### src/rtl/cei_pkg.sv
// Package for the control event interrupt aggregator.
// Holds the register address encoding, the valid-bit mask and the
// placement of pulse and level events in the 16-bit register word.
package cei_pkg;
    localparam int DATA_W    = 16;
    localparam int NUM_LVL   = 3;
    localparam int NUM_PULSE = 10;
    localparam int ADDR_W    = 2;
    localparam int LVL_BASE  = 12;   // level events occupy bits 14:12
    localparam int PULSE_LO  = 6;    // pulses below this index map 1:1
    localparam int PULSE_GAP = 2;    // reserved bits 7:6 are skipped

    // Bits that hold an event; all others are reserved
    localparam logic [DATA_W-1:0] EVT_MASK = 16'h7F3F;

    typedef enum logic [ADDR_W-1:0] {
        A_RAW   = 2'd0,
        A_MSK   = 2'd1,
        A_ENSET = 2'd2,
        A_ENCLR = 2'd3
    } reg_addr_e;

    // Register bit position of pulse input number idx
    function automatic int pulse_pos(input int idx);
        return (idx < PULSE_LO) ? idx : idx + PULSE_GAP;
    endfunction
endpackage

### src/rtl/cei_level_change.sv
// Level change detector.
// Gives a one-cycle change flag for each level input on both rising and
// falling transitions. Assumes the inputs are already in the clk domain.
// The first cycle after reset only samples and never flags.
module cei_level_change #(
    parameter int N = 3
) (
    input  logic         clk,
    input  logic         rst_n,
    input  logic [N-1:0] lvl,
    output logic [N-1:0] chg
);
    logic         armed_q;
    logic [N-1:0] prev_q;

    // Arm the detector one cycle after reset
    always_ff @(posedge clk) begin
        if (!rst_n) armed_q <= 1'b0;
        else        armed_q <= 1'b1;
    end

    for (genvar i = 0; i < N; i++) begin : g_bit
        // Keep the previous level of this input
        always_ff @(posedge clk) begin
            if (!rst_n) prev_q[i] <= 1'b0;
            else        prev_q[i] <= lvl[i];
        end
        // Flag a change only once the previous level is valid
        assign chg[i] = armed_q & (lvl[i] ^ prev_q[i]);
    end


    change_real_chk: assert property (@(posedge clk) disable iff (!rst_n)
        (|chg) |-> (lvl != $past(lvl)));
endmodule

### src/rtl/cei_event_map.sv
// Event placement.
// Places level-change flags and event pulses at their fixed bit
// positions in the register word. Reserved positions stay zero.
module cei_event_map
    import cei_pkg::*;
#(
    parameter int N_LVL   = NUM_LVL,
    parameter int N_PULSE = NUM_PULSE,
    parameter int W       = DATA_W
) (
    input  logic [N_LVL-1:0]   chg,
    input  logic [N_PULSE-1:0] pulse,
    output logic [W-1:0]       evt
);
    // Scatter every input bit into its register position
    always_comb begin
        evt = '0;
        for (int i = 0; i < N_PULSE; i++) evt[pulse_pos(i)] = pulse[i];
        for (int j = 0; j < N_LVL; j++)   evt[LVL_BASE + j] = chg[j];
    end
endmodule

### src/rtl/cei_w1c_status.sv
// Write-1-to-clear status register.
// A bit is set by set_vec and cleared by writing 1 with clr_we. When a
// set and a clear meet in the same cycle, the set wins. Bits outside
// MASK are held at zero.
module cei_w1c_status #(
    parameter int          W    = 16,
    parameter logic [W-1:0] MASK = '1
) (
    input  logic         clk,
    input  logic         rst_n,
    input  logic [W-1:0] set_vec,
    input  logic         clr_we,
    input  logic [W-1:0] clr_data,
    output logic [W-1:0] q
);
    logic [W-1:0] clr_bits;

    // Select the bits cleared in this cycle
    assign clr_bits = clr_we ? clr_data : '0;

    // Update status: clear first, then set, so that the set wins
    always_ff @(posedge clk) begin
        if (!rst_n) q <= '0;
        else        q <= ((q & ~clr_bits) | set_vec) & MASK;
    end


    set_wins_chk: assert property (@(posedge clk) disable iff (!rst_n)
        (|(set_vec & MASK)) |=> ((q & $past(set_vec & MASK)) == $past(set_vec & MASK)));

    rsvd_zero_chk: assert property (@(posedge clk) disable iff (!rst_n)
        (q & ~MASK) == '0);

    reset_clear_chk: assert property (@(posedge clk) disable iff (!rst_n)
        !$past(rst_n) |-> (q == '0));
endmodule

### src/rtl/cei_enable_bank.sv
// Enable register with separate set and clear strobes.
// Assumes set_we and clr_we are never high together (they come from
// different addresses). Bits outside MASK are held at zero.
module cei_enable_bank #(
    parameter int          W    = 16,
    parameter logic [W-1:0] MASK = '1
) (
    input  logic         clk,
    input  logic         rst_n,
    input  logic         set_we,
    input  logic         clr_we,
    input  logic [W-1:0] wdata,
    output logic [W-1:0] q
);
    // Apply a set or a clear mask to the enable vector
    always_ff @(posedge clk) begin
        if (!rst_n)      q <= '0;
        else if (set_we) q <= (q | wdata) & MASK;
        else if (clr_we) q <= q & ~wdata;
    end


    set_only_adds_chk: assert property (@(posedge clk) disable iff (!rst_n)
        (set_we && !clr_we) |=> ((q & $past(q)) == $past(q)));

    clr_only_drops_chk: assert property (@(posedge clk) disable iff (!rst_n)
        (clr_we && !set_we) |=> ((q & ~$past(q)) == '0));
endmodule

### src/rtl/ctl_event_irq.sv
// Control event interrupt aggregator (top).
// Captures events into raw and enable-gated status registers, keeps the
// enable vector behind set and clear addresses, and drives one interrupt
// line from the enabled pending status. The read path is combinational.
module ctl_event_irq
    import cei_pkg::*;
#(
    parameter int N_LVL   = NUM_LVL,
    parameter int N_PULSE = NUM_PULSE,
    parameter int W       = DATA_W,
    parameter int AW      = ADDR_W
) (
    input  logic               clk,
    input  logic               rst_n,
    input  logic [N_LVL-1:0]   lvl_cfg,
    input  logic [N_PULSE-1:0] pulse_evt,
    input  logic               reg_we,
    input  logic [AW-1:0]      reg_addr,
    input  logic [W-1:0]       reg_wdata,
    output logic [W-1:0]       reg_rdata,
    output logic               irq
);
    logic [N_LVL-1:0] lvl_chg;
    logic [W-1:0]     evt_vec;
    logic [W-1:0]     raw_q, msk_q, en_q;
    logic             wr_raw, wr_msk, wr_enset, wr_enclr;

    // Decode the write strobes per address
    always_comb begin
        wr_raw   = reg_we && (reg_addr == A_RAW);
        wr_msk   = reg_we && (reg_addr == A_MSK);
        wr_enset = reg_we && (reg_addr == A_ENSET);
        wr_enclr = reg_we && (reg_addr == A_ENCLR);
    end

    cei_level_change #(.N(N_LVL)) u_chg (
        .clk(clk), .rst_n(rst_n), .lvl(lvl_cfg), .chg(lvl_chg)
    );

    cei_event_map #(.N_LVL(N_LVL), .N_PULSE(N_PULSE), .W(W)) u_map (
        .chg(lvl_chg), .pulse(pulse_evt), .evt(evt_vec)
    );

    cei_w1c_status #(.W(W), .MASK(EVT_MASK)) u_raw (
        .clk(clk), .rst_n(rst_n), .set_vec(evt_vec),
        .clr_we(wr_raw), .clr_data(reg_wdata), .q(raw_q)
    );

    cei_w1c_status #(.W(W), .MASK(EVT_MASK)) u_msk (
        .clk(clk), .rst_n(rst_n), .set_vec(evt_vec & en_q),
        .clr_we(wr_msk), .clr_data(reg_wdata), .q(msk_q)
    );

    cei_enable_bank #(.W(W), .MASK(EVT_MASK)) u_en (
        .clk(clk), .rst_n(rst_n), .set_we(wr_enset), .clr_we(wr_enclr),
        .wdata(reg_wdata), .q(en_q)
    );

    // Return the register selected by the address
    always_comb begin
        case (reg_addr)
            A_RAW:   reg_rdata = raw_q;
            A_MSK:   reg_rdata = msk_q;
            default: reg_rdata = en_q;
        endcase
    end

    // Raise the line while any enabled bit is pending
    assign irq = |(msk_q & en_q);


    msk_needs_en_chk: assert property (@(posedge clk) disable iff (!rst_n)
        (msk_q & ~$past(msk_q) & ~$past(en_q)) == '0);

    raw_follows_evt_chk: assert property (@(posedge clk) disable iff (!rst_n)
        (|evt_vec) |=> ((raw_q & $past(evt_vec)) == $past(evt_vec)));

    irq_quiet_chk: assert property (@(posedge clk) disable iff (!rst_n)
        (en_q == '0) |-> !irq);
endmodule

### config.mk
export PLATFORM = sky130hd
export DESIGN_NAME = ctl_event_irq
export DESIGN_NICKNAME = d
export VERILOG_FILES = /design/src/rtl/cei_pkg.sv /design/src/rtl/cei_level_change.sv /design/src/rtl/cei_event_map.sv /design/src/rtl/cei_w1c_status.sv /design/src/rtl/cei_enable_bank.sv /design/src/rtl/ctl_event_irq.sv
export SDC_FILE = /design/constraint.sdc
export NUM_CORES = 1
export LEC_CHECK = 0
export BUFFER_PORTS_ARGS = -buffer_cell sky130_fd_sc_hd__buf_2
export CAP_MARGIN = 15
export CORE_ASPECT_RATIO = 2
export CORE_MARGIN = 10
export CORE_UTILIZATION = 35
export DETAILED_ROUTE_END_ITERATION = 10
export SYNTH_ARGS = -nofsm -noshare
export SYNTH_HDL_FRONTEND = slang
export SYNTH_SLANG_ARGS = --single-unit
### constraint.sdc
create_clock -name clk -period 1.85 [get_ports clk]
set_input_delay 0.37 -clock clk [delete_from_list [all_inputs] [get_ports clk]]
set_output_delay 0.37 -clock clk [all_outputs]
set_load 0.02 [all_outputs]
# == After elaboration in Yosys (flattened, before gate mapping) ==
# Index checks and enable logic that the tools add are counted.
# totals
reg_bits,46
in_bits,34
output_inout_bits,17
elab_cells,43
# classes
eq_ne,3
mux,6
bitwise_logic,18
reduce_logical,8
# ops
cell,count
two-way mux 15 bit,4
AND 15 bit,3
OR 15 bit,3
one-hot mux 16 bit (2 select lines),1
inverter 15 bit,2
AND 15 x 16 -> 16 bit,1
AND 16 bit,1
inverter 16 bit,1
OR reduction 16 bit,1
equality test 2 bit (second input constant),2
logical AND 1 bit,4
AND 1 bit,3
bitwise XOR 1 bit,3
equality test 2 x 1 -> 1 bit (second input constant),1
logical NOT 2 bit,1
nonzero test 2 bit,1
OR reduction 2 bit,1
two-way mux 1 bit,1
inverter 1 bit,1

# == Longest topological paths before layout ==
# Gate-level depths: netlist of run 1.
# depth
word_depth,6
depth_mapped,4
depth_no_buf,3

# == Modules after synthesis ==
# From an unflattened synthesis of run 1, not the netlist that was laid out.
# hier_totals
cells_unflattened,297
hier_area_um2,2616.3
# modules_own_cells
module,n_inst,cells_each,area_per_inst_um2
cei_w1c_status,2,58,560.5
cei_enable_bank,1,67,643.1
ctl_event_irq,1,84,580.6
cei_level_change,1,13,147.6
cei_event_map,1,17,123.9

# == Least setup slack after synthesis of run 1 ==
# OpenSTA, ideal clock, no wires.
# synth_path
path_kind,input port to output port
startpoint,input port reg_addr[0]
endpoint,output port reg_rdata[0]
arrival_ns,1.308
setup_slack_ns,0.172
path_stages,4
n_path_buf,2
cell_sequence,buf_4 -> buf_4 -> mux2i_1 -> o21ai_0
# synth_between
elab_chain_len,2
word_cells_on_any_way,3
cone_classes,1 x eq/ne; 1 x mux; 1 x reduce/logical
# synth_lines
item,line,source
start: declaration,ctl_event_irq.sv:18,"input logic [AW-1:0] reg_addr,"
equality test 2 x 1 -> 1 bit / logical NOT 2 bit (equally long branches),ctl_event_irq.sv:61,case (reg_addr)
one-hot mux 16 bit (2 select lines) (*),ctl_event_irq.sv:61,
end: declaration,ctl_event_irq.sv:20,"output logic [W-1:0] reg_rdata,"
# Every way passes the cells marked *; elsewhere a longest branch is shown, timed or not.

# == Worst setup path after layout of run 1 ==
# layout_path
startpoint,register u_en.q[10]
endpoint,output port irq
# layout_between
elab_chain_len,2
# layout_lines
item,line,source
start: declaration,cei_enable_bank.sv:13,output logic [W-1:0] q
start signal: assignment,cei_enable_bank.sv:18,else if (set_we) q <= (q | wdata) & MASK;
start signal: assignment,cei_enable_bank.sv:19,else if (clr_we) q <= q & ~wdata;
AND 15 x 16 -> 16 bit,ctl_event_irq.sv:69,assign irq = |(msk_q & en_q);
OR reduction 16 bit,ctl_event_irq.sv:69,
end: declaration,ctl_event_irq.sv:21,output logic irq
# Every way passes these cells.

==> impl_metrics.toml, run 1 <==
[worst_setup_path]
regToRegStartpoint = "u_en.q[10]"
cp.arrival_ns = 1.45
cp-end-kind = "primary output"
crit_type = "flop to primary output"
required_ns = 1.48
r2r_end = "u_msk.q[10]"
startpoint = "u_en.q[10]"
endpoint = "irq"
crit_fanout = 3
ff2ff_path_depth = 3
cp_slowest_stage_delay_ns = 0.34
slowest_stage = "dfxtp_4"
crit_chain = "a222oi_1, and3_1, nand4_1, buf_6"
cp-start-kind = "flop"
r2r_slack_ns = 0.99

[place]
hpwl_mm = 4.28
gp_congestion = 0.789
place_ws_ns = -0.0366
portBuffers = 50

[final_layout]
diodes = 0
n_fill_cell = 608
syn2layout_area_growth_pct = 23.3
fin_nets = 317
regArea_um2 = 925
multiInputGateArea_mm2 = 0.00105
final_util_pct = 44.9
drive_above_1_share_pct = 28.6

[grt]
grt_overflow_total = 0
grt_start_max_net_pins = 25
grt_antenna_before_repair = 0
grt_pass1_wl_mm = 9.41
grt_use_total_pct = 12.4
grt_pass1_vias = 1835

[logic_synthesis]
synth_seq_area_share_pct = 43.9
yosysTopAreaCell = "dfxtp_1"
yosys_warnings = 0
netlist_instances = 230
synth_area_per_cell_um2 = 9.11
yosysTopAreaCellShare_pct = 43.9
synth_cell_types = 25
synth_area_leaders = "dfxtp_1 (44%), a311oi_2 (7.2%), mux2i_1 (6.2%), o21ai_0 (6.2%), a21oi_1 (5.5%)"
synth_seq_cells = 46
syn_area_mm2 = 0.00210
syn_nets = 264

[route]
drt_first_pass_iters = 4
dr_total_vias = 1865
drt_first_iter_violations = 102
route.final.wire_length_mm = 5.80
drc_errors = 0
vias_per_cell = 5.42
ant_nets = 0
wl_per_cell_um = 16.8

[clock_network]
clock_path_buffers = 2
htreeDepth = 2
cts.sink_count = 46
insertion_delay_ns = 0.29
path_clk_slew_ns = 0.06
cts_buffers = 5
cts_tree = "done"
postCtsHoldBufs = 0
clockRootBuffer = "clkbuf_16"

[power_and_ir_drop]
power_leakage_nw = 1.05
power.density_mw_per_mm2 = 866
total_power_mw = 2.24
ir_drop_mv = 0.478

[die]
pin_count = 51
die_w_um = 74.7
core_area_mm2 = 0.00576
die_h_um = 129
dieArea_mm2 = 0.00967
initial_core_util_pct = 36.4
rows = 39

[timing]
min_period_ns = 1.82
fin_ws_ns = 0.0338
setup_viol = 0
fmax_ghz = 0.551
fin_setup_tns_ns = 0
finalClockSkew_ns = 0.00215
worst_pin_slew_ns = 0.896
finalMaxSlewViolations = 0
hold_viol_final = 0
rsz0062_at_grt = "yes"
hold_ws_ns = 0.306
period_share_pct = 98.2
relSlewSlack_pct = 40.2

[run_status]
status = "finished, final reports clean"

[worst_hold_path]
hold_path.class = "primary input to flop"

[run]
drv_cap = 0
-- Yosys cell counts (all sizes together) --
cell	n
nand2	30
nand4	1
and3b	1
a21oi	23
a222oi	1
dfxtp	46
inv	12
and3	4
xnor2	3
nor2	3
a31o	3
a22oi	5
a311oi	23
a32o	3
and2	7
o21ai	26
clkbuf	5
mux2i	13
nor3b	1
buf	10
a31oi	10
-- per-layer routing --
| metal | part of all wire [%] | wire (um) | track usage [%] | vias to the layer above |
|---|---|---|---|---|
| met4 | 1.9 | 109 | 5.38 | 0 |
| li1 | - | - | - | 964 |
| met3 | 5.1 | 298 | 3.29 | 5 |
| met2 | 54 | 3110 | 21.6 | 36 |
| met5 | 0 | 0 | 0 | - |
| met1 | 39 | 2280 | 13.6 | 860 |
-- final cells by class --
type                    instances  area share, %
clock buffers                   7           5.13
repair buffers                 61           13.7
flip-flops and latches         46           35.8
inverters                      12           1.74
multi-input cells             157           40.7
well taps                      61           2.95
-- registers in the layout, indices dropped and copies added, names as in the netlist --
register and cells:
u_raw.q 13, u_chg.prev_q 3, u_msk.q 13, u_en.q 16, u_chg.armed_q 1
-- repair_timing --
item                       CTS  global route
pin swaps                    0             2
setup endpoints to repair    1             1
buffers inserted             0             1
resized for setup            1             4
-- stage by stage --
| step | instance area (um^2) | std cells |
|---|---|---|
| 2_1_floorplan | 2100 | 230 |
| 3_3_place_gp | 2430 | 336 |
| 3_5_place_dp | 2430 | 336 |
| 4_1_cts | 2570 | 343 |
| 5_1_grt | 2580 | 344 |
| 6_report | 2580 | 344 |
-- worst min path at each step --
stage,startpoint,endpoint,slack (ns),cells after the start
after floorplan,rst_n,u_chg.armed_q,0.40,0
final,lvl_cfg[1],u_chg.prev_q[1],0.31,2
after global routing,reg_wdata[2],u_raw.q[2],0.33,2
after CTS,lvl_cfg[1],u_chg.prev_q[1],0.30,2
after detailed placement,u_en.q[15],u_en.q[15],0.47,1
after global placement,u_en.q[6],u_en.q[6],0.46,1
-- worst max-delay path: cells and delay by family (launching register included) --
kind | cells | cell delay, ns
AND/OR/NAND/NOR | 2 | 0.35
flip-flops | 1 | 0.34
AO/OA/AOI/OAI | 1 | 0.29
buffers and inverters | 1 | 0.17
-- cell usage in the layout, fill, tap and decap left out, drive strengths merged --
master / n
a21oi: 23
a31oi: 10
o21ai: 26
dfxtp: 46
nand2: 30
a31o: 3
mux2i: 13
and2: 7
nand4: 1
and3b: 1
and3: 4
nor3b: 1
buf: 61
nor2: 3
a32o: 3
a222oi: 1
inv: 12
a22oi: 5
clkbuf: 7
a311oi: 23
xnor2: 3
-- cell families after synthesis --
logic type	count (synthesis)	synth area share, %
simple gates	47	10.5
compound gates	94	32.2
xor+xnor	3	1.25
flops	46	43.9
buf+inv	27	5.85
mux	13	6.21
-- power breakdown --
part	internal, mW	switching (mW)	total, mW
Sequential	1.04	0.0378	1.08
Combinational	0.129	0.179	0.308
Clock	0.494	0.357	0.851
(Power assumes the default switching activity.)
==> inputs of run 2 (changes only) <==
SETUP_SLACK_MARGIN = 0.05   (was default)
==> run 2 against run 1 <==
Effect of this change:
- worst setup slack improved by 0.033 ns
- count of clock-buffer cells in the layout did not move
- power barely moved
- register-to-register slack barely moved
- clock power barely moved
- highest routed layer unchanged
- flip-flop and latch count did not move
- non-clock buffer count did not move
- largest power group unchanged
==> impl_metrics.toml, run 2 (synthesis results as in run 1) <==
[worst_setup_path]
required_ns = 1.48
crit_chain = "a222oi_1, and3_1, nand4_1, buf_4"
cp.arrival_ns = 1.41
slowest_stage = "dfxtp_2"
crit_type = "flop to primary output"
cp-end-kind = "primary output"
cp_slowest_stage_delay_ns = 0.32
crit_buf_inv = 1
cp-start-kind = "flop"
cp_top_family = "simple AND/OR/NAND/NOR gates"
crit_fanout = 2

[route]
wl_met2_mm = 3.12
vias_per_cell = 5.42
drt_first_iter_violations = 95
highest_layer = "met4"
drc_errors = 0
wl_met3_um = 298
drt_first_pass_iters = 4
ant_nets = 0
wl_per_cell_um = 16.8
route.layer.met1.wl_mm = 2.26
dr_total_vias = 1863
route.final.wire_length_mm = 5.79

[timing]
setup_viol = 0
rsz0062_at_grt = "yes"
finalMaxSlewViolations = 0
finalClockSkew_ns = 0.00219
min_period_ns = 1.78
hold_ws_ns = 0.306
fmax_ghz = 0.561
worst_pin_slew_ns = 0.900
hold_viol_final = 0
relSlewSlack_pct = 39.9
period_share_pct = 96.4
fin_setup_tns_ns = 0

[run]
drv_cap = 0

[final_layout]
diodes = 0
syn2layout_area_growth_pct = 23.2
drive_above_1_share_pct = 29.3
final_util_pct = 44.8
n_fill_cell = 615
final_common_cell = "buf_2"
fin_area_mm2 = 0.00258
layout_common_cells = "buf_2 (48), dfxtp_1 (43), nand2_1 (30), o21ai_0 (26), a21oi_1 (23)"
reg_top3 = "u_en.q x16, u_msk.q x13, u_raw.q x13"
fin_nets = 317
regMostFlops = "u_en.q"
largest_register_ff_count = 16

[clock_network]
path_clk_slew_ns = 0.06
postCtsHoldBufs = 0
cts_tree = "done"
htreeDepth = 2
insertion_delay_ns = 0.29
cts_buffers = 5
clockRootBuffer = "clkbuf_16"
clock_path_buffers = 2
cts.sink_count = 46

[die]
rows = 39
die_h_um = 129
dieArea_mm2 = 0.00967
core_area_mm2 = 0.00576
pin_count = 51
initial_core_util_pct = 36.4
die_w_um = 74.7

[run_status]
status = "finished, final reports clean"

[power_and_ir_drop]
power.density_mw_per_mm2 = 868
total_power_mw = 2.24
ir_drop_mv = 0.478
power_leakage_nw = 1.05

[grt]
grt_antenna_before_repair = 0
grt_pass1_vias = 1839
grt_start_max_net_pins = 25
grt_pass1_wl_mm = 9.41
grt_use_total_pct = 12.4
grt_overflow_total = 0

[place]
dpl_cell_area_mm2 = 0.00243
gp_congestion = 0.789
hpwl_mm = 4.28
portBuffers = 50

[worst_hold_path]
hold_path.class = "primary input to flop"
==> run 2: cell counts in the layout (fill, tap and decap cells not counted) <==
No cell type changed its count.
==> run 2: final timing paths <==
| path | start | to | slack (ns) | depth (start not counted) |
|---|---|---|---|---|
| hold reg to reg | u_en.q[7] | u_en.q[7] | 0.48 | 1 |
| hold / removal | lvl_cfg[1] | u_chg.prev_q[1] | 0.31 | 2 |
| setup reg to reg | u_en.q[10] | u_msk.q[10] | 1.00 | 3 |
| setup / recovery | u_en.q[10] | irq | 0.07 | 4 |
==> run 2: final cells by class <==
type / count / area, um^2 / share of cell area [%]
Multi-Input combinational cell: 157 / 1050 / 40.8
Tap cell: 61 / 76.3 / 2.96
Clock buffer: 7 / 133 / 5.14
Timing Repair Buffer: 61 / 350 / 13.6
Inverter: 12 / 45.0 / 1.75
Sequential cell: 46 / 925 / 35.8
==> run 2: metal layers <==
metal,vias to the layer above,track usage [%]
met5,-,0
met4,0,5.38
met3,5,3.29
met2,36,21.6
met1,857,13.6
li1,965,-
==> run 2: repair_timing <==
action | in CTS | in global routing
pin swaps | 2 | 0
endpoints found under the hold margin | 0 | 0
gates resized for setup | 5 | 0
endpoints found under the setup margin | 2 | 1
setup buffers | 1 | 0
==> run 2: metrics by stage <==
stage	setup WS, ns	cells
2_1_floorplan	0.172	230
3_3_place_gp	-0.0301	336
3_5_place_dp	-0.0366	336
4_1_cts	0.0260	344
5_1_grt	-0.00921	344
6_report	0.0666	344
==> run 2: power by group <==
| group | switching [mW] | total (mW) | internal [mW] | leakage, nW |
|---|---|---|---|---|
| sequential | 0.0376 | 1.08 | 1.04 | 0.379 |
| clock | 0.357 | 0.851 | 0.494 | 0.0640 |
| combinational | 0.179 | 0.308 | 0.128 | 0.611 |
| total | 0.574 | 2.24 | 1.67 | 1.05 |
==> inputs of run 3 (changes only) <==
CELL_PAD_IN_SITES_DETAIL_PLACEMENT = 0   (was default)
CELL_PAD_IN_SITES_GLOBAL_PLACEMENT = 1   (was default)
PLACE_DENSITY_LB_ADDON = 0.1   (was default)
==> run 3 against run 2 <==
Effect of this change:
- count of clock-buffer cells in the layout did not move
- via count rose by 4.2%
- die area did not move
- sequential share of layout area fell by 0.43 points
- critical path depth did not move
- maximum frequency fell by 1.3%
- global-route usage rose by 0.45 points
- flip-flop and latch count did not move
- clock skew fell by 0.00069 ns
- worst setup slack got worse by 0.024 ns
- clock power rose by 5.2%
- critical path type unchanged
- highest routed layer unchanged
==> impl_metrics.toml, run 3 (synthesis results as in run 1) <==
[clock_network]
clock_path_buffers = 2
insertion_delay_ns = 0.28
path_clk_slew_ns = 0.06
postCtsHoldBufs = 0
clockRootBuffer = "clkbuf_16"
cts_buffers = 5
cts_tree = "done"
htreeDepth = 2
cts.sink_count = 46

[worst_setup_path]
cp-end-kind = "primary output"
required_ns = 1.48
crit_buf_inv = 1
slowest_stage = "dfxtp_2"
cp-start-kind = "flop"
crit_fanout = 2
cp_slowest_stage_delay_ns = 0.32
crit_chain = "a222oi_1, and3_1, nand4_1, buf_6"
cp_top_family = "simple AND/OR/NAND/NOR gates"
cp.arrival_ns = 1.44
crit_type = "flop to primary output"

[timing]
period_share_pct = 97.7
fmax_ghz = 0.553
worst_pin_slew_ns = 0.954
relSlewSlack_pct = 36.3
finalMaxSlewViolations = 0
rsz0062_at_grt = "yes"
setup_viol = 0
hold_ws_ns = 0.311
min_period_ns = 1.81
hold_viol_final = 0
finalClockSkew_ns = 0.00150

[run_status]
status = "finished, final reports clean"

[route]
ant_nets = 0
vias_per_cell = 5.60
route.final.wire_length_mm = 5.93
drc_errors = 0
drt_first_pass_iters = 4
drt_first_iter_violations = 85
wl_per_cell_um = 17.1
dr_total_vias = 1942

[worst_hold_path]
hold_path.class = "primary input to flop"

[final_layout]
fin_cells = 347
layout_common_cells = "buf_2 (49), dfxtp_1 (43), nand2_1 (30), o21ai_0 (26), a21oi_1 (23)"
fin_nets = 319
reg_top3 = "u_en.q x16, u_msk.q x13, u_raw.q x13"
final_util_pct = 45.4
n_fill_cell = 626
diodes = 0
largest_register_ff_count = 16
drive_above_1_share_pct = 30.4
syn2layout_area_growth_pct = 24.7
regMostFlops = "u_en.q"
final_common_cell = "buf_2"

[place]
hpwl_mm = 4.35
gp_congestion = 0.738
dp.cells = 338
portBuffers = 50

[die]
initial_core_util_pct = 36.4
core_area_mm2 = 0.00576
die_h_um = 129
die_w_um = 74.7
rows = 39
pin_count = 51
dieArea_mm2 = 0.00967

[grt]
grt_pass1_wl_mm = 9.69
grt_pass1_vias = 1960
grt_start_max_net_pins = 25
grt_use_total_pct = 12.9
grt_overflow_total = 0
grt_antenna_before_repair = 0

[run]
drv_cap = 0

[power_and_ir_drop]
ir_drop_mv = 0.540
power_leakage_nw = 1.07
power.density_mw_per_mm2 = 876
==> run 3: cell types whose count changed in the layout (fill, tap and decap cells not counted), sizes merged <==
cell    before  now
buf         61   63
clkinv       0    1
==> run 3: report_power, final <==
group	internal [mW]	switching [mW]	total, mW	leakage, nW
registers	1.04	0.0370	1.08	0.379
logic	0.131	0.183	0.314	0.621
clock network	0.536	0.360	0.895	0.0739
total	1.71	0.580	2.29	1.07
==> run 3: routing by layer <==
| layer | up-vias | GRT usage, % | wire length (um) |
|---|---|---|---|
| met2 | 41 | 21.9 | 3030 |
| met3 | 8 | 3.44 | 289 |
| met1 | 924 | 14.8 | 2490 |
| met5 | - | 0 | 0 |
| met4 | 0 | 4.93 | 117 |
| li1 | 969 | - | - |
==> run 3: repair_timing <==
| action | 4_1_cts | 5_1_grt |
|---|---|---|
| gates resized for setup | 5 | 0 |
| setup buffers | 1 | 0 |
| endpoints found under the setup margin | 1 | 1 |
| pin swaps | 2 | 0 |
==> run 3: stage by stage <==
stage | worst slack, ns | setup TNS (ns) | instance area [um^2] | power [mW]
6_report | 0.0426 | 0 | 2610 | 2.29
5_1_grt | -0.0563 | -0.0563 | 2610 | 2.40
4_1_cts | -0.000112 | -0.000112 | 2610 | 2.32
3_5_place_dp | 0.173 | 0 | 2450 | 1.42
3_3_place_gp | 0.181 | 0 | 2450 | 1.41
2_1_floorplan | 0.172 | 0 | 2100 | 1.28
==> run 3: final cells by class <==
| type | count | area [um^2] | area share, % |
|---|---|---|---|
| Clock buffer | 7 | 143 | 5.46 |
| Clock inverter | 1 | 5.00 | 0.192 |
| Inverter | 12 | 45.0 | 1.72 |
| Multi-Input combinational cell | 157 | 1050 | 40.3 |
| Sequential cell | 46 | 925 | 35.4 |
| Tap cell | 61 | 76.3 | 2.92 |
| Timing Repair Buffer | 63 | 367 | 14.0 |
==> run 3: path summary, 6_finish.rpt <==
path / from / end / slack (ns) / cells after the start
worst max-delay path: u_en.q[10] / irq / 0.04 / 4
worst min-delay path: lvl_cfg[0] / u_chg.prev_q[0] / 0.31 / 2
worst max register to register: u_chg.prev_q[0] / u_raw.q[12] / 1.00 / 3
worst min register to register: u_en.q[7] / u_en.q[7] / 0.47 / 1
